`src/rtl/crt_pkg.sv`:
```
package crt_pkg;
  localparam int REG_W      = 8;
  localparam int IDX_W      = 5;
  localparam int NREG       = 18;
  localparam int PROT_LIMIT = 8;
  localparam int HCNT_W     = 9;
  localparam int VCNT_W     = 10;
  localparam int ADDR_W     = 16;
  localparam int HBE_W      = 6;
  localparam int HSE_W      = 5;
  localparam int VSE_W      = 4;
  localparam int VBE_W      = 8;
  localparam int H_BIAS     = 5;
  localparam int V_BIAS     = 2;

  localparam int IX_HTOT = 0;
  localparam int IX_HDE  = 1;
  localparam int IX_HBS  = 2;
  localparam int IX_HBE  = 3;
  localparam int IX_HSS  = 4;
  localparam int IX_HSE  = 5;
  localparam int IX_VTOT = 6;
  localparam int IX_OVF  = 7;
  localparam int IX_MSL  = 8;
  localparam int IX_SAH  = 9;
  localparam int IX_SAL  = 10;
  localparam int IX_VSS  = 11;
  localparam int IX_VSE  = 12;
  localparam int IX_VDE  = 13;
  localparam int IX_OFS  = 14;
  localparam int IX_VBS  = 15;
  localparam int IX_VBE  = 16;
  localparam int IX_POL  = 17;

  typedef struct packed {
    logic [REG_W-1:0]  htot;
    logic [REG_W-1:0]  hde;
    logic [REG_W-1:0]  hbs;
    logic [REG_W-1:0]  hss;
    logic [HBE_W-1:0]  hbe;
    logic [HSE_W-1:0]  hse;
    logic [VCNT_W-1:0] vtot;
    logic [VCNT_W-1:0] vde;
    logic [VCNT_W-1:0] vbs;
    logic [VCNT_W-1:0] vss;
    logic [VBE_W-1:0]  vbe;
    logic [VSE_W-1:0]  vse;
    logic              dbl;
    logic [ADDR_W-1:0] start;
    logic [REG_W-1:0]  ofs;
    logic              hpol;
    logic              vpol;
  } crt_cfg_t;
endpackage

```
`src/rtl/crt_regfile.sv`:
```
module crt_regfile
  import crt_pkg::*;
(
  input  logic             clk,
  input  logic             rst_n,
  input  logic             reg_wr,
  input  logic             reg_sel,
  input  logic [REG_W-1:0] reg_wdata,
  output crt_cfg_t         cfg
);
  localparam logic [IDX_W-1:0] NREG_IX = IDX_W'(NREG);
  localparam logic [IDX_W-1:0] PROT_IX = IDX_W'(PROT_LIMIT);

  logic [REG_W-1:0] regs_q [NREG];
  logic [IDX_W-1:0] idx_q, idx_d;
  logic             prot, idx_we, data_we;
  logic [REG_W*PROT_LIMIT-1:0] prot_view;
  logic             unused_regbits;

  assign prot    = regs_q[IX_VSE][7];
  assign idx_we  = reg_wr & ~reg_sel;
  assign data_we = reg_wr & reg_sel & (idx_q < NREG_IX) & ~(prot & (idx_q < PROT_IX));

  always_comb begin
    idx_d = idx_q;
    if (idx_we) idx_d = reg_wdata[IDX_W-1:0];
  end

  always_ff @(posedge clk or negedge rst_n) begin
    if (!rst_n) begin
      idx_q <= '0;
      for (int i = 0; i < NREG; i++) regs_q[i] <= '0;
    end else begin
      idx_q <= idx_d;
      if (data_we) regs_q[idx_q] <= reg_wdata;
    end
  end

  for (genvar g = 0; g < PROT_LIMIT; g++) begin : g_prot_view
    assign prot_view[g*REG_W +: REG_W] = regs_q[g];
  end

  always_comb begin
    cfg       = '0;
    cfg.htot  = regs_q[IX_HTOT];
    cfg.hde   = regs_q[IX_HDE];
    cfg.hbs   = regs_q[IX_HBS];
    cfg.hss   = regs_q[IX_HSS];
    cfg.hbe   = {regs_q[IX_HSE][7], regs_q[IX_HBE][HSE_W-1:0]};
    cfg.hse   = regs_q[IX_HSE][HSE_W-1:0];
    cfg.vtot  = {regs_q[IX_OVF][5], regs_q[IX_OVF][0], regs_q[IX_VTOT]};
    cfg.vde   = {regs_q[IX_OVF][6], regs_q[IX_OVF][1], regs_q[IX_VDE]};
    cfg.vss   = {regs_q[IX_OVF][7], regs_q[IX_OVF][2], regs_q[IX_VSS]};
    cfg.vbs   = {regs_q[IX_MSL][5], regs_q[IX_OVF][3], regs_q[IX_VBS]};
    cfg.vbe   = regs_q[IX_VBE];
    cfg.vse   = regs_q[IX_VSE][VSE_W-1:0];
    cfg.dbl   = regs_q[IX_MSL][7];
    cfg.start = {regs_q[IX_SAH], regs_q[IX_SAL]};
    cfg.ofs   = regs_q[IX_OFS];
    cfg.hpol  = regs_q[IX_POL][0];
    cfg.vpol  = regs_q[IX_POL][1];
  end

  assign unused_regbits = ^{regs_q[IX_MSL][6], regs_q[IX_MSL][4:0],
                            regs_q[IX_VSE][6:4], regs_q[IX_POL][7:2]};

  AST_PROTECT_HOLD: assert property (@(posedge clk) disable iff (!rst_n)
    (reg_wr && reg_sel && prot && (idx_q < PROT_IX)) |=> $stable(prot_view));
endmodule

```
`src/rtl/crt_counters.sv`:
```
module crt_counters
  import crt_pkg::*;
(
  input  logic              clk,
  input  logic              rst_n,
  input  logic [REG_W-1:0]  htot,
  input  logic [VCNT_W-1:0] vtot,
  output logic [HCNT_W-1:0] hcnt,
  output logic [VCNT_W-1:0] vcnt,
  output logic              line_end,
  output logic              frame_end
);
  logic [HCNT_W-1:0] hcnt_q, hcnt_d, h_last;
  logic [VCNT_W-1:0] vcnt_q, vcnt_d;
  logic [VCNT_W:0]   v_last;

  assign h_last    = HCNT_W'(htot) + HCNT_W'(H_BIAS - 1);
  assign v_last    = {1'b0, vtot} + (VCNT_W+1)'(V_BIAS - 1);
  assign line_end  = (hcnt_q >= h_last);
  assign frame_end = line_end & ({1'b0, vcnt_q} >= v_last);

  always_comb begin
    hcnt_d = hcnt_q + 1'b1;
    vcnt_d = vcnt_q;
    if (line_end) begin
      hcnt_d = '0;
      vcnt_d = frame_end ? '0 : vcnt_q + 1'b1;
    end
  end

  always_ff @(posedge clk or negedge rst_n) begin
    if (!rst_n) begin
      hcnt_q <= '0;
      vcnt_q <= '0;
    end else begin
      hcnt_q <= hcnt_d;
      vcnt_q <= vcnt_d;
    end
  end

  assign hcnt = hcnt_q;
  assign vcnt = vcnt_q;

  AST_LINE_HOLD: assert property (@(posedge clk) disable iff (!rst_n)
    !line_end |=> $stable(vcnt_q));
  AST_FRAME_TOP: assert property (@(posedge clk) disable iff (!rst_n)
    frame_end |=> (hcnt_q == '0) && (vcnt_q == '0));
endmodule

```
`src/rtl/crt_window.sv`:
```
module crt_window #(
  parameter int CNT_W = 9,
  parameter int END_W = 5
) (
  input  logic             clk,
  input  logic             rst_n,
  input  logic             adv,
  input  logic [CNT_W-1:0] pos,
  input  logic [CNT_W-1:0] start,
  input  logic [END_W-1:0] end_val,
  output logic             active
);
  logic act_q, act_d, start_hit, end_hit;

  assign start_hit = (pos == start);
  assign end_hit   = (pos[END_W-1:0] == end_val);
  assign active    = start_hit | (act_q & ~end_hit);

  always_comb begin
    act_d = act_q;
    if (adv) act_d = active;
  end

  always_ff @(posedge clk or negedge rst_n) begin
    if (!rst_n) act_q <= 1'b0;
    else        act_q <= act_d;
  end

  AST_WIN_OPEN: assert property (@(posedge clk) disable iff (!rst_n)
    (adv && start_hit) |=> act_q);
  AST_WIN_CLOSE: assert property (@(posedge clk) disable iff (!rst_n)
    (adv && act_q && end_hit && !start_hit) |=> !act_q);
endmodule

```
`src/rtl/crt_addr_gen.sv`:
```
module crt_addr_gen
  import crt_pkg::*;
(
  input  logic              clk,
  input  logic              rst_n,
  input  logic              line_end,
  input  logic              frame_end,
  input  logic              dbl,
  input  logic [ADDR_W-1:0] start,
  input  logic [REG_W-1:0]  ofs,
  input  logic [HCNT_W-1:0] hcnt,
  output logic [ADDR_W-1:0] mem_addr
);
  logic [ADDR_W-1:0] row_q, row_d, step;
  logic              par_q, par_d, row_ce;

  assign step   = ADDR_W'({ofs, 1'b0});
  assign row_ce = line_end & (~dbl | par_q);

  always_comb begin
    row_d = row_q;
    par_d = par_q;
    if (line_end) begin
      if (frame_end) begin
        row_d = start;
        par_d = 1'b0;
      end else begin
        par_d = ~par_q;
        if (row_ce) row_d = row_q + step;
      end
    end
  end

  always_ff @(posedge clk or negedge rst_n) begin
    if (!rst_n) begin
      row_q <= '0;
      par_q <= 1'b0;
    end else begin
      row_q <= row_d;
      par_q <= par_d;
    end
  end

  assign mem_addr = row_q + ADDR_W'(hcnt);

  AST_ADDR_TOP: assert property (@(posedge clk) disable iff (!rst_n)
    (line_end && frame_end) |=> (row_q == $past(start)));
  AST_ROW_STEP: assert property (@(posedge clk) disable iff (!rst_n)
    (line_end && !frame_end && (!dbl || par_q)) |=> (row_q == $past(row_q) + $past(step)));
  AST_DBL_HOLD: assert property (@(posedge clk) disable iff (!rst_n)
    (line_end && !frame_end && dbl && !par_q) |=> $stable(row_q));
endmodule

```
`src/rtl/crt_timing_gen.sv`:
```
module crt_timing_gen
  import crt_pkg::*;
(
  input  logic              clk,
  input  logic              rst_n,
  input  logic              reg_wr,
  input  logic              reg_sel,
  input  logic [7:0]        reg_wdata,
  output logic              hsync,
  output logic              vsync,
  output logic              blank,
  output logic              disp_en,
  output logic [15:0]       mem_addr
);
  logic [1:0]        rst_sync_q;
  logic              rst_int_n;
  crt_cfg_t          cfg;
  logic [HCNT_W-1:0] hcnt;
  logic [VCNT_W-1:0] vcnt;
  logic              line_end, frame_end;
  logic              hs_act, hb_act, vs_act, vb_act;

  always_ff @(posedge clk or negedge rst_n) begin
    if (!rst_n) rst_sync_q <= 2'b00;
    else        rst_sync_q <= {rst_sync_q[0], 1'b1};
  end
  assign rst_int_n = rst_sync_q[1];

  crt_regfile u_regs (
    .clk(clk), .rst_n(rst_int_n), .reg_wr(reg_wr), .reg_sel(reg_sel),
    .reg_wdata(reg_wdata), .cfg(cfg)
  );

  crt_counters u_cnt (
    .clk(clk), .rst_n(rst_int_n), .htot(cfg.htot), .vtot(cfg.vtot),
    .hcnt(hcnt), .vcnt(vcnt), .line_end(line_end), .frame_end(frame_end)
  );

  crt_window #(.CNT_W(HCNT_W), .END_W(HSE_W)) u_hsync_win (
    .clk(clk), .rst_n(rst_int_n), .adv(1'b1), .pos(hcnt),
    .start(HCNT_W'(cfg.hss)), .end_val(cfg.hse), .active(hs_act)
  );

  crt_window #(.CNT_W(HCNT_W), .END_W(HBE_W)) u_hblank_win (
    .clk(clk), .rst_n(rst_int_n), .adv(1'b1), .pos(hcnt),
    .start(HCNT_W'(cfg.hbs)), .end_val(cfg.hbe), .active(hb_act)
  );

  crt_window #(.CNT_W(VCNT_W), .END_W(VSE_W)) u_vsync_win (
    .clk(clk), .rst_n(rst_int_n), .adv(line_end), .pos(vcnt),
    .start(cfg.vss), .end_val(cfg.vse), .active(vs_act)
  );

  crt_window #(.CNT_W(VCNT_W), .END_W(VBE_W)) u_vblank_win (
    .clk(clk), .rst_n(rst_int_n), .adv(line_end), .pos(vcnt),
    .start(cfg.vbs), .end_val(cfg.vbe), .active(vb_act)
  );

  crt_addr_gen u_addr (
    .clk(clk), .rst_n(rst_int_n), .line_end(line_end), .frame_end(frame_end),
    .dbl(cfg.dbl), .start(cfg.start), .ofs(cfg.ofs), .hcnt(hcnt),
    .mem_addr(mem_addr)
  );

  assign hsync   = hs_act ^ cfg.hpol;
  assign vsync   = vs_act ^ cfg.vpol;
  assign blank   = hb_act | vb_act;
  assign disp_en = (hcnt <= HCNT_W'(cfg.hde)) & (vcnt <= cfg.vde);
endmodule

```
`config.mk`:
```
export PLATFORM = sky130hd
export DESIGN_NAME = crt_timing_gen
export DESIGN_NICKNAME = d
export VERILOG_FILES = /design/src/rtl/crt_pkg.sv /design/src/rtl/crt_regfile.sv /design/src/rtl/crt_counters.sv /design/src/rtl/crt_window.sv /design/src/rtl/crt_addr_gen.sv /design/src/rtl/crt_timing_gen.sv
export SDC_FILE = /design/constraint.sdc
export NUM_CORES = 1
export LEC_CHECK = 0
export ABC_AREA = 1
export BUFFER_PORTS_ARGS = -buffer_cell sky130_fd_sc_hd__buf_2
export CORE_MARGIN = 5
export CORE_UTILIZATION = 26
export CTS_CLUSTER_DIAMETER = 200
export DETAILED_ROUTE_END_ITERATION = 12
export MAX_ROUTING_LAYER = met4
export PLACE_DENSITY = 0.38
export SYNTH_ARGS = -nofsm -noshare
export SYNTH_HDL_FRONTEND = slang
export SYNTH_SLANG_ARGS = --single-unit
```
`constraint.sdc`:
```
create_clock -name clk -period 7 [get_ports clk]
set_input_delay 0 -clock clk [delete_from_list [all_inputs] [get_ports clk]]
set_output_delay 0 -clock clk [all_outputs]
set_load 0.05 [all_outputs]
```
== After elaboration in Yosys (flattened, before gate mapping) ==
Cells that the tools add are included.
Operators by class
  reduce and logical (&&, ||, !) cells: 3
  multiplexer cells: 8
  bitwise gates (word level): 29
  equal/unequal tests: 8
  $add $sub $neg: 6
  $lt $le $gt $ge: 8
Operators with widths (number)
  bitwise mux 144 bit: 1
  demux 8 bit (select 5 bit): 1
  adder 16 x 9 -> 16 bit: 2
  two-way mux 16 bit: 2
  equality test 10 bit: 2
  equality test 9 x 8 -> 1 bit: 2
  bitwise AND 1 bit: 12
  adder 10 x 1 -> 11 bit (second input constant): 1
  >= comparator 10 x 11 -> 1 bit: 1
  adder 10 x 1 -> 10 bit (second input constant): 1
  less-or-equal comparator 10 bit: 1
  two-way mux 10 bit: 1
  adder 8 x 3 -> 9 bit (second input constant): 1
  adder 9 x 1 -> 9 bit (second input constant): 1
  >= comparator 9 bit: 1
  less-or-equal comparator 9 x 8 -> 1 bit: 1
  two-way mux 9 bit: 1
  equality test 8 bit: 1
  two-way mux 8 bit: 1
  NOT 1 bit: 8
  equality test 6 bit: 1
  >= comparator 6 bit (second input constant): 1
  < comparator 6 x 1 -> 1 bit (second input constant): 1
  NOT 5 -> 6 bit: 1
  10 further kinds: 16
Word-level totals
  output and inout port bits: 20
  flip-flop bits (word level): 191
  word-level logic and storage cells: 90
  input bits: 12

== Logic depth before layout (Yosys ltp) ==
Gate-level depths: netlist of the first run.
  word-level depth: 6
  gate-level depth with buffers: 17
  gate-level depth less buffers: 16

== By module ==
From an unflattened synthesis of the first run, not the netlist that was laid out.
Second synthesis, totals
  cells, all modules: 1524
  area total of the unflattened synthesis: 11126.9 um^2
Modules (own cells, without submodules)
  crt_regfile: cells each 606, instances 1, area each 5444.0 um^2, seq. area each 3203.1 um^2
  crt_addr_gen: cells each 325, instances 1, area each 2011.9 um^2, seq. area each 425.4 um^2
  crt_counters: cells each 249, instances 1, area each 1834.3 um^2, seq. area each 475.5 um^2
  crt_timing_gen: cells each 100, instances 1, area each 630.6 um^2, seq. area each 50.0 um^2
  crt_window at u_vblank_win: cells each 79, instances 1, area each 382.9 um^2, seq. area each 25.0 um^2
  crt_window at u_hblank_win: cells each 63, instances 1, area each 300.3 um^2, seq. area each 25.0 um^2
  crt_window at u_hsync_win: cells each 53, instances 1, area each 265.3 um^2, seq. area each 25.0 um^2
  crt_window at u_vsync_win: cells each 49, instances 1, area each 257.7 um^2, seq. area each 25.0 um^2

== Worst setup path after synthesis of the first run ==
Ideal clock, no wire load.
  path type: reg2reg
  start: register u_regs.regs_q (netlist bit u_regs.cfg[69])
  end: register u_addr.row_q[10]
  clock period less this slack: 2479 ps
  stages on the path, launching flop included: 17
  setup time: 117 ps
  required time: 6883 ps
  path slack: 4521 ps
  data arrival time: 2362 ps
  buffers on the path: 1
  cell sequence: dfrtp_1 -> ha_1 -> nand2_1 -> nor2_1 -> a21oi_1 -> or2_2 -> ha_1 -> nand3_1 -> nor2_1 -> nand3_1 -> nand2_1 -> nand2_1 -> nand2_1 -> clkbuf_1 -> nand2_1 -> nand3_1 -> nand2_1
Between the ends
  longest elaborated chain between the ends: 5
  elaborated cells on any way between the ends: 6
  those cells by class: 1 x add/sub; 1 x order compare; 1 x mux; 1 x bitwise; 2 x reduce/logical
RTL lines
  start: declaration: line crt_regfile.sv:14  | logic [REG_W-1:0] regs_q [NREG];
  start signal: indexed assignment: line crt_regfile.sv:35  | if (data_we) regs_q[idx_q] <= reg_wdata;
  adder 10 x 1 -> 11 bit (*): line crt_counters.sv:18  | assign v_last = {1'b0, vtot} + (VCNT_W+1)'(V_BIAS - 1);
  >= comparator 10 x 11 -> 1 bit (*): line crt_counters.sv:20  | assign frame_end = line_end & ({1'b0, vcnt_q} >= v_last);
  bitwise AND 1 bit (*): line crt_counters.sv:20
  nonzero test 2 bit (no source line)
  AND reduction 2 bit (no source line)
  end signal: assignment: line crt_addr_gen.sv:39  | row_q <= row_d;
  end: declaration: line crt_addr_gen.sv:14  | logic [ADDR_W-1:0] row_q, row_d, step;
Mark *: on every way between the ends. The rest lies on a longest branch, timed or not.
A chain may end at the register's enable or synchronous reset.

== Final worst setup path of the first run ==
  start: register u_regs.regs_q (netlist bit u_regs.cfg[116])
  end: register u_addr.row_q[2]
Between the ends
  longest elaborated chain between the ends: 5
  elaborated cells on any way between the ends: 7
  those cells by class: 1 x add/sub; 1 x order compare; 1 x mux; 2 x bitwise; 2 x reduce/logical
RTL lines
  adder 8 x 3 -> 9 bit (*): line crt_counters.sv:17  | assign h_last = HCNT_W'(htot) + HCNT_W'(H_BIAS - 1);
  >= comparator 9 bit (*): line crt_counters.sv:19  | assign line_end = (hcnt_q >= h_last);
  bitwise AND 1 bit (on tied branches): line crt_counters.sv:20, crt_addr_gen.sv:18
  nonzero test 2 bit (no source line)
  AND reduction 2 bit (no source line)
Marks and branches as above.

==> results_tabular.tex, run 1 <==
\begin{tabular}{lr}
\hline
Metric & Value \\
\hline
\multicolumn{2}{l}{\textbf{Final layout}} \\
Area of the multi-input gates & 4986 sq um \\
Synth-to-layout area growth & 13.22\% \\
Antenna fix cells & 0 \\
Ratio of cells with drive above 1 in the final layout & 9.346\% \\
Net count of the finished layout & 1343 \\
Seq. cell area & about 4300 sq um \\
Final-layout fill cell count & around 4100 \\
\multicolumn{2}{l}{\textbf{Detailed routing}} \\
Detailed-route vias per instance & about 4.4 \\
First-iteration detailed-routing DRC count & 464 \\
Amount of wire on met2 after detailed routing & 13970 microns \\
Final antenna-violating net count & 0 \\
Post-DR wirelength/cell & 16.44 microns \\
Final routed DRC violation total & 0 \\
Detailed-route wire length on metal 1 & 14730 microns \\
Routed vias & 7889 \\
Detailed-routing iteration count for the pre-antenna-repair pass & 4 \\
Length of routed met3 wiring & 653 microns \\
Wire length after detailed routing & 29520 microns \\
Highest Signal Layer & met4 \\
\multicolumn{2}{l}{\textbf{Timing}} \\
Final setup skew & 14.95 ps \\
Count of endpoints failing hold in the final timing report & 0 \\
Unrepaired setup endpoints after global routing & no \\
Total negative slack for setup checks & 0 ps \\
Max-Slew Margin vs Limit & 24.79\% \\
Number of setup violations in the final report & 0 \\
Fmax & 298.4 MHz \\
Tightest Pin Transition & 1127 ps \\
Number of max-slew violations in the final report & 0 \\
Final clock period utilization by the worst path & 47.88\% \\
Final worst path period need & 3352 ps \\
\multicolumn{2}{l}{\textbf{Clock network}} \\
Clk Latency, worst-skew pair & between 400 and 500 ps \\
Library cell used as clock root buffer & clkbuf\_16 \\
TritonCTS clock tree & built \\
Buffer count from post-CTS setup fixing & 0 \\
Clock sink count & 170 \\
Number of buffers created by CTS & 17 \\
Post-CTS Hold Fix Bufs & 2 \\
H-tree levels & 4 \\
CTS clk-pin slew, worst paths & approximately 70 ps \\
Resize count post-CTS & 0 \\
Worst-case clock buffer depth & 2 \\
\multicolumn{2}{l}{\textbf{Job}} \\
Max-cap viol count & 0 \\
\multicolumn{2}{l}{\textbf{Logic synthesis}} \\
Leading cell types by count after synthesis & 361 x nand2\_1, 170 x dfrtp\_1, 130 x inv\_1, 118 x o21ai\_0, 77 x nand3\_1 \\
Part of the Yosys area used for sequential elements & 42.85\% \\
Netlist cell types & 42 \\
Net Count, Synth & 1322 \\
Number of synthesized flops with an enable pin & 0 \\
Cell taking the most area after synthesis & dfrtp\_1 \\
Number of standard cells after synthesis & 1250 \\
Per-instance average area after synthesis & 7.942 sq um \\
Top cells by area in the synthesized netlist & dfrtp\_1 43\%, nand2\_1 14\%, ha\_1 7.3\% \\
Post-synthesis async set-or-reset flop share & 100.0\% \\
Count leader, synth & nand2\_1 \\
Cell Area, Synth & 9927 sq um \\
Flip-flop and latch count after synthesis & 170 \\
Count of synthesis-stage warnings from yosys & 0 \\
Synth top area share & 42.85\% \\
Post-synth top flop & dfrtp\_1 \\
\multicolumn{2}{l}{\textbf{Die}} \\
Area of the die & 42190 sq um \\
Die Span Y & approximately 200 microns \\
Number of top-level pins & 32 \\
Cell row count & 71 \\
Core outline area & 37670 sq um \\
Starting density of the core & 26.36\% \\
Width of the die & between 200 and 250 microns \\
\multicolumn{2}{l}{\textbf{Global routing}} \\
Vias in the first global route & 7852 \\
Grt ovf & 0 \\
Global-route wire length before repair & 46800 microns \\
Initial antenna violation count & 0 \\
Maximum number of pins on one net before global-route repair & 119 \\
Total track usage & between 10\% and 20\% \\
\multicolumn{2}{l}{\textbf{Power and ir drop}} \\
Int Power & about 2.4 mW \\
Power consumption & between 4 and 5 mW \\
Switching Fraction & 45.27\% \\
Relative contribution of the clock network to total power & approximately a quarter \\
Worst vdd ir & 0.1641 mV \\
Share of total power in sequential cells & roughly a third \\
Cell area power density & around 390 nW/um\^{}2 \\
Switching power total & 1.996 mW \\
Relative contribution of combinational cells to total power & 42.6\% \\
Standby leakage power & 5.527 nW \\
\multicolumn{2}{l}{\textbf{Setup path}} \\
CP arrival & 3720 ps \\
Critical path class & register to register \\
Startpoint kind of the worst setup timing path & register \\
Critical path fanouts, max & 38 \\
Critical path capture point type & register \\
Required time at the worst-slack endpoint & around 7400 ps \\
\multicolumn{2}{l}{\textbf{Placement}} \\
Final RePlAce weighted congestion & 0.7753 \\
Detailed placer's ending HPWL & 19650 microns \\
\# port buffers & 31 \\
\multicolumn{2}{l}{\textbf{Run status}} \\
Outcome & completed \\
\multicolumn{2}{l}{\textbf{Worst hold path}} \\
Class of the tightest hold or removal check & input pin to register \\
\hline
\end{tabular}
==> state kept, by name, summed over array words and instances, names as in the netlist, 2 cells and up <==
signal and flops:
u_addr.row_q 16, u_regs.idx_q 5, u_cnt.hcnt 9, rst_sync_q 2, u_cnt.vcnt 10, u_regs.cfg 122
==> stage by stage <==
step / setup WS (ps) / cells / hold WS (ps) / instance area [sq um] / utilization, %
after global placement: 3718 / 1761 / -207.9 / 10610 / 28.16
after global routing: 3251 / 1795 / 78.32 / 11240 / 29.84
after detailed placement: 3634 / 1761 / -203.1 / 10610 / 28.16
after floorplan: 1912 / 1250 / -295.6 / 9927 / -
after CTS: 3606 / 1795 / 45.54 / 11240 / 29.84
final: 3648 / 1795 / 54.67 / 11240 / 29.84
==> final timing paths <==
check / startpoint / end / slack (ps) / cells past startpoint
setup / recovery: u_regs.cfg[116] / u_addr.row_q[2] / 3650 / 14
hold / removal: reg_wr / u_regs.idx_q[2] / 50 / 3
setup reg to reg: u_regs.cfg[116] / u_addr.row_q[2] / 3650 / 14
hold reg to reg: rst_sync_q[0] / rst_sync_q[1] / 360 / 0
max in group asynchronous: rst_sync_q[1] / u_regs.cfg[45] / 5420 / 1
min in group asynchronous: rst_sync_q[1] / u_regs.cfg[1] / 390 / 0
==> layout make-up <==
cell class,count,area share [%]
clock buffers,18,3.818
flip-flops and latches,170,37.88
clock inverters,14,1.636
inverters,134,4.475
multi-input cells,908,44.36
repair buffers,40,2.137
well taps,511,5.689
==> critical path, cell delays in order, from the launching register on <==
cell	delay [ps]
dfrtp_1	410
ha_1	200
nand3_1	110
nand3b_1	180
ha_1	320
nand2_1	70
nor2_1	140
nand3_1	90
nand4_1	100
buf_4	380
nand3_1	340
buf_4	330
nand2_1	360
nand3_1	130
nand2_1	80
==> cell usage in the layout, fill, tap and decap left out, types with 6 or more instances in the layout <==
master / count
nand3_1: 77
or2_2: 7
nand3b_1: 6
nor3_1: 16
nand2_1: 361
o21ai_0: 118
o21ai_1: 14
o21ai_2: 25
buf_4: 6
a211oi_1: 6
ha_1: 58
a21oi_1: 26
nor2_1: 71
buf_2: 31
inv_1: 130
nand4_1: 16
clkbuf_16: 17
xor2_1: 43
inv_6: 8
nand2_2: 9
dfrtp_1: 169
xnor2_1: 21
==> power groups by stage <==
| stage | Sequential [mW] | Clock (mW) | Combinational [mW] |
|---|---|---|---|
| 6_report | 1.50 | 1.03 | 1.88 |
| 5_1_grt | 1.55 | 1.10 | 2.15 |
| 4_1_cts | 1.51 | 1.06 | 1.91 |
| 3_5_place_dp | 1.53 | 0 | 1.90 |
| 3_3_place_gp | 1.53 | 0 | 1.90 |
| 2_1_floorplan | 1.41 | 0 | 1.49 |
==> logic make-up after synthesis <==
logic type	count (synthesis)	share of synthesized area (%)
AOI/OAI and AO/OA	206	11.84
and+or+nand+nor	577	24.99
adders and majority gates	60	7.714
other	1	0.03778
xor gates and xnor gates	64	5.647
DFF	170	42.85
buffers and inverters	172	6.919
==> metal layers <==
metal	vias to the layer above	track usage [%]
met3	11	2.254
met1	3700	20.08
li1	4111	-
met2	67	24.44
met4	0	2.440
met5	-	-
No activity file was read; power rests on OpenSTA's default activity.
==> inputs of run 2 (changes only) <==
--- a/config.mk
+++ b/config.mk
@@ -12,7 +12,7 @@
 export CTS_CLUSTER_DIAMETER = 200
 export DETAILED_ROUTE_END_ITERATION = 12
 export MAX_ROUTING_LAYER = met4
-export PLACE_DENSITY = 0.38
+export PLACE_DENSITY = 0.39
 export SYNTH_ARGS = -nofsm -noshare
 export SYNTH_HDL_FRONTEND = slang
 export SYNTH_SLANG_ARGS = --single-unit
==> constraint.sdc (replaced) <==
create_clock -name clk -period 3.04 [get_ports clk]
set_input_delay 0 -clock clk [delete_from_list [all_inputs] [get_ports clk]]
set_output_delay 0 -clock clk [all_outputs]
set_load 0.05 [all_outputs]
==> results_tabular.tex, run 2 (same netlist as run 1, synthesis figures left out) <==
\begin{tabular}{lr}
\hline
Metric & Value \\
\hline
\multicolumn{2}{l}{\textbf{Clock network}} \\
H-tree levels & 4 (unchanged) \\
Worst-case clock buffer depth & 2 (unchanged) \\
Clock sink count & 170 (unchanged) \\
TritonCTS clock tree & built \\
Clk Latency, worst-skew pair & 430 ps (about the same) \\
Library cell used as clock root buffer & clkbuf\_16 \\
Number of buffers created by CTS & 17 (unchanged) \\
CTS clk-pin slew, worst paths & 70 ps (about the same) \\
\multicolumn{2}{l}{\textbf{Setup path}} \\
Critical path capture point type & register \\
Startpoint kind of the worst setup timing path & register \\
CP arrival & 3120 ps (-600 ps) \\
Required time at the worst-slack endpoint & 3360 ps (-4010 ps) \\
Critical path fanouts, max & 34 (-11\%) \\
Critical path class & register to register \\
\multicolumn{2}{l}{\textbf{Final layout}} \\
Net count of the finished layout & 1361 (+1.3\%) \\
Final-layout fill cell count & 4099 (-0.34\%) \\
Commonest non-fill, non-tap cell in the layout & nand2\_1 \\
Antenna fix cells & 0 (unchanged) \\
Area of the multi-input gates & 4994 sq um (+0.15\%) \\
Filler-free cell count of the finished design & 1812 (+0.95\%) \\
Synth-to-layout area growth & 14.86\% \\
Flip-flop count of the largest register, all copies and words added & 122 (unchanged) \\
Highest-count cells in the layout ignoring fill and taps & 360 x nand2\_1, 169 x dfrtp\_1, 130 x inv\_1, 118 x o21ai\_0, 77 x nand3\_1 \\
Seq. cell area & 4258 sq um (unchanged) \\
Ratio of cells with drive above 1 in the final layout & 10.68\% (+1.3 points) \\
\multicolumn{2}{l}{\textbf{Timing}} \\
Fmax & 357.2 MHz (+20\%) \\
Tightest Pin Transition & 1043 ps (-84.44 ps) \\
Count of endpoints failing hold in the final timing report & 0 (unchanged) \\
Number of setup violations in the final report & 0 (unchanged) \\
Total negative slack for setup checks & 0 ps (unchanged) \\
Final worst path period need & 2800 ps (-551.8 ps) \\
Max-Slew Margin vs Limit & 30.42\% (+5.6 points) \\
Final setup skew & 9.654 ps (-5.295 ps) \\
Final clock period utilization by the worst path & 92.10\% (+44 points) \\
Number of max-slew violations in the final report & 0 (unchanged) \\
\multicolumn{2}{l}{\textbf{Placement}} \\
Detailed placer's ending HPWL & 20760 microns (+5.7\%) \\
Final RePlAce weighted congestion & 0.8237 (+6.2\%) \\
\# port buffers & 31 (unchanged) \\
Cell count after placement & 1779 (+1.0\%) \\
\multicolumn{2}{l}{\textbf{Global routing}} \\
Maximum number of pins on one net before global-route repair & 58 (-51\%) \\
Global-route wire length before repair & 47180 microns (+0.83\%) \\
Vias in the first global route & 7993 (+1.8\%) \\
Grt ovf & 0 (unchanged) \\
Total track usage & 14.92\% (about the same) \\
Initial antenna violation count & 0 (unchanged) \\
\multicolumn{2}{l}{\textbf{Power and ir drop}} \\
Switching power total & 4.631 mW (+130\%) \\
Cell area power density & 908.7 nW/um\^{}2 (+130\%) \\
Switching Fraction & 44.70\% (-0.57 points) \\
Standby leakage power & 5.629 nW (+1.8\%) \\
Share of total power in sequential cells & 32.3\% (-1.8 points) \\
Relative contribution of the clock network to total power & 22.4\% (-0.9 points) \\
Relative contribution of combinational cells to total power & 45.4\% (+2.8 points) \\
Int Power & 5.730 mW (+140\%) \\
Worst vdd ir & 0.4106 mV (+150\%) \\
\multicolumn{2}{l}{\textbf{Worst hold path}} \\
Class of the tightest hold or removal check & input pin to register \\
\multicolumn{2}{l}{\textbf{Detailed routing}} \\
Post-DR wirelength/cell & 16.24 microns (-1.2\%) \\
Detailed-route vias per instance & 4.429 (+0.77\%) \\
Wire length after detailed routing & 29430 microns (-0.30\%) \\
Final routed DRC violation total & 0 (unchanged) \\
Final antenna-violating net count & 0 (unchanged) \\
First-iteration detailed-routing DRC count & 382 (-18\%) \\
Routed vias & 8025 (+1.7\%) \\
Detailed-routing iteration count for the pre-antenna-repair pass & 5 (+1) \\
\multicolumn{2}{l}{\textbf{Die}} \\
Cell row count & 71 (unchanged) \\
Die Span Y & 205.4 microns (unchanged) \\
Core outline area & 37670 sq um (unchanged) \\
Area of the die & 42190 sq um (unchanged) \\
Width of the die & 205.4 microns (unchanged) \\
Starting density of the core & 26.36\% (unchanged) \\
Number of top-level pins & 32 (unchanged) \\
\multicolumn{2}{l}{\textbf{Job}} \\
Max-cap viol count & 0 (unchanged) \\
\multicolumn{2}{l}{\textbf{Run status}} \\
Outcome & completed \\
\hline
\end{tabular}
## run 2: changes by cell type in the layout (fill, tap and decap cells not counted), sizes merged
cell    change
inv         -4
buf        +18
clkbuf      +1
clkinv      +2
## run 2: path summary, 6_finish.rpt
| path | start | endpoint | slack [ps] | depth (start not counted) |
|---|---|---|---|---|
| worst min register to register | rst_sync_q[1] | u_regs.cfg[32] | 350 | 0 |
| worst min-delay path | reg_wr | u_regs.idx_q[2] | 60 | 3 |
| worst max register to register | u_regs.cfg[69] | u_addr.row_q[9] | 240 | 17 |
| worst max-delay path | u_regs.cfg[69] | u_addr.row_q[9] | 240 | 17 |
| max in group asynchronous | rst_sync_q[1] | u_regs.cfg[3] | 1880 | 1 |
| min in group asynchronous | rst_sync_q[1] | u_regs.cfg[32] | 350 | 0 |
## run 2: power groups by stage
stage | clock [mW] | combinational (mW) | sequential, mW
final | 2.32 | 4.70 | 3.35
after global routing | 2.48 | 5.32 | 3.44
after CTS | 2.40 | 4.77 | 3.36
after detailed placement | 0 | 4.75 | 3.40
after global placement | 0 | 4.72 | 3.40
after floorplan | 0 | 3.44 | 3.25
## run 2: metal layers
layer  global-route usage, %  share of wire, %  up-vias
met5                       -                 0        -
met4                   3.301              0.93        0
met3                   2.017               2.4       14
met2                   24.41                48       93
met1                   19.88                49     3780
li1                        -                 -     4138
## run 2: repair_timing
| action | 4_1_cts | 5_1_grt |
|---|---|---|
| setup buffers | 0 | 0 |
| endpoints found under the hold margin | 2 | 0 |
| setup endpoints to repair | 0 | 20 |
| hold buffers | 2 | 0 |
| gates resized for setup | 0 | 5 |
## run 2: final cells by class
class	count	area share (%)
flip-flops and latches	170	37.34
inverters	134	4.411
repair buffers	58	3.511
multi-input cells	908	43.79
clock buffers	19	3.885
clock inverters	12	1.448
well taps	511	5.607
## run 2: stage by stage
| stage | setup WS (ps) | instance area [sq um] | hold slack, ps | power, mW | utilization, % |
|---|---|---|---|---|---|
| after floorplan | 229.6 | 9928 | -295.6 | 6.696 | - |
| after global placement | 218.3 | 10750 | -213.7 | 8.119 | 28.55 |
| after detailed placement | 149.6 | 10750 | -210.6 | 8.147 | 28.55 |
| after CTS | 136.4 | 11380 | 54.54 | 10.53 | 30.22 |
| after global routing | -6.473 | 11400 | 134.9 | 11.24 | 30.27 |
| final | 240.1 | 11400 | 64.71 | 10.36 | 30.27 |
## run 2: worst max-delay path, cell delays in order, from the launching register on
cell	delay (ps)
dfrtp_1	390
ha_1	220
nand2_1	100
nor2_1	150
a21oi_1	80
or2_2	270
ha_1	310
nand2_1	90
inv_1	40
a21oi_1	130
nand2_1	90
nand2_1	70
nand2_1	110
nand3_1	190
buf_12	220
o21ai_0	120
nand2_1	70
nand2_1	50
==> inputs of run 3 (changes only) <==
--- a/config.mk
+++ b/config.mk
@@ -11,7 +11,7 @@
 export CORE_UTILIZATION = 26
 export CTS_CLUSTER_DIAMETER = 200
 export DETAILED_ROUTE_END_ITERATION = 12
-export MAX_ROUTING_LAYER = met4
+export GPL_ROUTABILITY_DRIVEN = 0
 export PLACE_DENSITY = 0.39
 export SYNTH_ARGS = -nofsm -noshare
 export SYNTH_HDL_FRONTEND = slang
==> results_tabular.tex, run 3 (same netlist as run 1, synthesis figures left out) <==
\begin{tabular}{lr}
\hline
Metric & Value \\
\hline
\multicolumn{2}{l}{\textbf{Power and ir drop}} \\
Standby leakage power & 5.629 nW (unchanged) \\
Cell area power density & 909.0 nW/um\^{}2 (about the same) \\
Power consumption & 10.37 mW (about the same) \\
Worst vdd ir & 0.4116 mV (+0.23\%) \\
\multicolumn{2}{l}{\textbf{Final layout}} \\
Net count of the finished layout & 1361 (unchanged) \\
Highest-count cells in the layout ignoring fill and taps & 360 x nand2\_1, 169 x dfrtp\_1, 130 x inv\_1, 118 x o21ai\_0, 77 x nand3\_1 \\
Ratio of cells with drive above 1 in the final layout & 10.68\% (unchanged) \\
Area of the multi-input gates & 4994 sq um (unchanged) \\
Antenna fix cells & 0 (unchanged) \\
Seq. cell area & 4258 sq um (unchanged) \\
Layout Utilization & 30.27\% (unchanged) \\
Flip-flop count of the largest register, all copies and words added & 122 (unchanged) \\
Final-layout fill cell count & 4099 (unchanged) \\
Synth-to-layout area growth & 14.86\% (unchanged) \\
Commonest non-fill, non-tap cell in the layout & nand2\_1 \\
\multicolumn{2}{l}{\textbf{Setup path}} \\
Critical path capture point type & register \\
Number of cells on the worst reg-to-reg path & 17 (unchanged) \\
Critical path fanouts, max & 34 (unchanged) \\
Reg2Reg Capture Point & u\_addr.row\_q[9] \\
Critical path class & register to register \\
Startpoint kind of the worst setup timing path & register \\
Required time at the worst-slack endpoint & 3370 ps (about the same) \\
Launch point of the worst reg-to-reg path & u\_regs.cfg[69] \\
CP arrival & 3120 ps (about the same) \\
Flop2flop setup slack & 250 ps (about the same) \\
\multicolumn{2}{l}{\textbf{Global routing}} \\
Initial antenna violation count & 0 (unchanged) \\
Vias in the first global route & 7982 (-0.14\%) \\
Global-route wire length before repair & 47170 microns (about the same) \\
Total track usage & 14.51\% (-0.41 points) \\
Grt ovf & 0 (unchanged) \\
Maximum number of pins on one net before global-route repair & 58 (unchanged) \\
\multicolumn{2}{l}{\textbf{Timing}} \\
Tightest Pin Transition & 1060 ps (+17.05 ps) \\
Crit path setup slack, layout & 249.0 ps (+8.895 ps) \\
Count of endpoints failing hold in the final timing report & 0 (unchanged) \\
Number of max-slew violations in the final report & 0 (unchanged) \\
Number of setup violations in the final report & 0 (unchanged) \\
Final worst path period need & 2791 ps (-8.895 ps) \\
Final clock period utilization by the worst path & 91.81\% (-0.29 points) \\
Hold Slack & 58.51 ps (-6.200 ps) \\
Fmax & 358.3 MHz (+0.32\%) \\
Final setup skew & 9.720 ps (+0.06595 ps) \\
Max-Slew Margin vs Limit & 29.28\% (-1.1 points) \\
\multicolumn{2}{l}{\textbf{Placement}} \\
Detailed placer's ending HPWL & 20760 microns (unchanged) \\
Worst slack after detailed placement & 149.6 ps (unchanged) \\
\# port buffers & 31 (unchanged) \\
\multicolumn{2}{l}{\textbf{Worst hold path}} \\
Launch instance of the worst min-delay path & reg\_wr \\
Number of cells on the worst hold path & 3 (unchanged) \\
Worst Hold End & u\_regs.idx\_q[2] \\
Class of the tightest hold or removal check & input pin to register \\
\multicolumn{2}{l}{\textbf{Detailed routing}} \\
Wire length after detailed routing & 29420 microns (about the same) \\
Routed vias & 8019 (-0.075\%) \\
First-iteration detailed-routing DRC count & 372 (-2.6\%) \\
Final routed DRC violation total & 0 (unchanged) \\
Detailed-routing iteration count for the pre-antenna-repair pass & 5 (unchanged) \\
Length of routed met3 wiring & 743 microns (+6.3\%) \\
Final antenna-violating net count & 0 (unchanged) \\
Post-DR wirelength/cell & 16.24 microns (about the same) \\
Detailed-route vias per instance & 4.425 (about the same) \\
Highest Signal Layer & met4 \\
Detailed-route wire length on metal 1 & 14290 microns (-0.31\%) \\
Amount of wire on met2 after detailed routing & 14100 microns (-0.14\%) \\
\multicolumn{2}{l}{\textbf{Clock network}} \\
CTS clk-pin slew, worst paths & 70 ps (about the same) \\
Worst-case clock buffer depth & 2 (unchanged) \\
Clock sink count & 170 (unchanged) \\
Clk Latency, worst-skew pair & 430 ps (about the same) \\
Number of buffers created by CTS & 17 (unchanged) \\
H-tree levels & 4 (unchanged) \\
TritonCTS clock tree & built \\
Library cell used as clock root buffer & clkbuf\_16 \\
\multicolumn{2}{l}{\textbf{Die}} \\
Width of the die & 205.4 microns (unchanged) \\
Number of top-level pins & 32 (unchanged) \\
Starting density of the core & 26.36\% (unchanged) \\
Die Span Y & 205.4 microns (unchanged) \\
Area of the die & 42190 sq um (unchanged) \\
Cell row count & 71 (unchanged) \\
Core outline area & 37670 sq um (unchanged) \\
\multicolumn{2}{l}{\textbf{Job}} \\
Max-cap viol count & 0 (unchanged) \\
\multicolumn{2}{l}{\textbf{Run status}} \\
Outcome & completed \\
\hline
\end{tabular}
==> run 3: metal layers <==
layer | global-route usage [%] | vias up
met3 | 2.017 | 16
met5 | 0 | -
li1 | - | 4135
met1 | 19.91 | 3784
met2 | 24.40 | 84
met4 | 3.301 | 0
==> run 3: worst max-delay path by stage <==
| stage | cells after the start | to | slack, ps | from |
|---|---|---|---|---|
| final | 17 | u_addr.row_q[9] | 250 | u_regs.cfg[69] |
| after global routing | 16 | u_addr.row_q[14] | -7 | u_regs.cfg[69] |
| after CTS | 17 | u_addr.row_q[9] | 140 | u_regs.cfg[69] |
| after detailed placement | 17 | u_addr.row_q[9] | 150 | u_regs.cfg[69] |
| after global placement | 17 | u_addr.row_q[9] | 220 | u_regs.cfg[69] |
| after floorplan | 0 | u_addr.par_q | 230 | rst_sync_q[1] |
==> run 3: area by class of cell <==
class	instances	share of cell area (%)
Timing Repair Buffer	58	3.511
Multi-Input combinational cell	908	43.79
Sequential cell	170	37.34
Tap cell	511	5.607
Inverter	134	4.411
Clock buffer	19	3.885
Clock inverter	12	1.448
==> run 3: timing repair <==
action | CTS | global route
buffers inserted | 0 | 0
endpoints found under the setup margin | 0 | 20
hold endpoints to repair | 2 | 0
resized for setup | 0 | 5
hold buffers | 2 | 0
==> run 3: worst max-delay path, stage by stage, from the launching register on <==
cell and delay [ps]:
dfrtp_1 390, ha_1 220, nand2_1 100, nor2_1 150, a21oi_1 80, or2_2 270
ha_1 310, nand2_1 90, inv_1 40, a21oi_1 130, nand2_1 90, nand2_1 70
nand2_1 110, nand3_1 180, buf_12 220, o21ai_0 120, nand2_1 70, nand2_1 50
==> run 3: power breakdown <==
part | internal [mW] | switching [mW] | leakage, nW
combinational | 1.57 | 3.13 | 3.08
clock | 1.33 | 0.995 | 0.292
sequential | 2.84 | 0.511 | 2.25
==> run 3: per-stage QoR <==
step / setup TNS (ps) / instances / cell area (sq um)
after floorplan: 0 / 1250 / 9928
after global placement: 0 / 1779 / 10750
after detailed placement: 0 / 1779 / 10750
after CTS: 0 / 1812 / 11380
after global routing: -9.812 / 1812 / 11400
final: 0 / 1812 / 11400
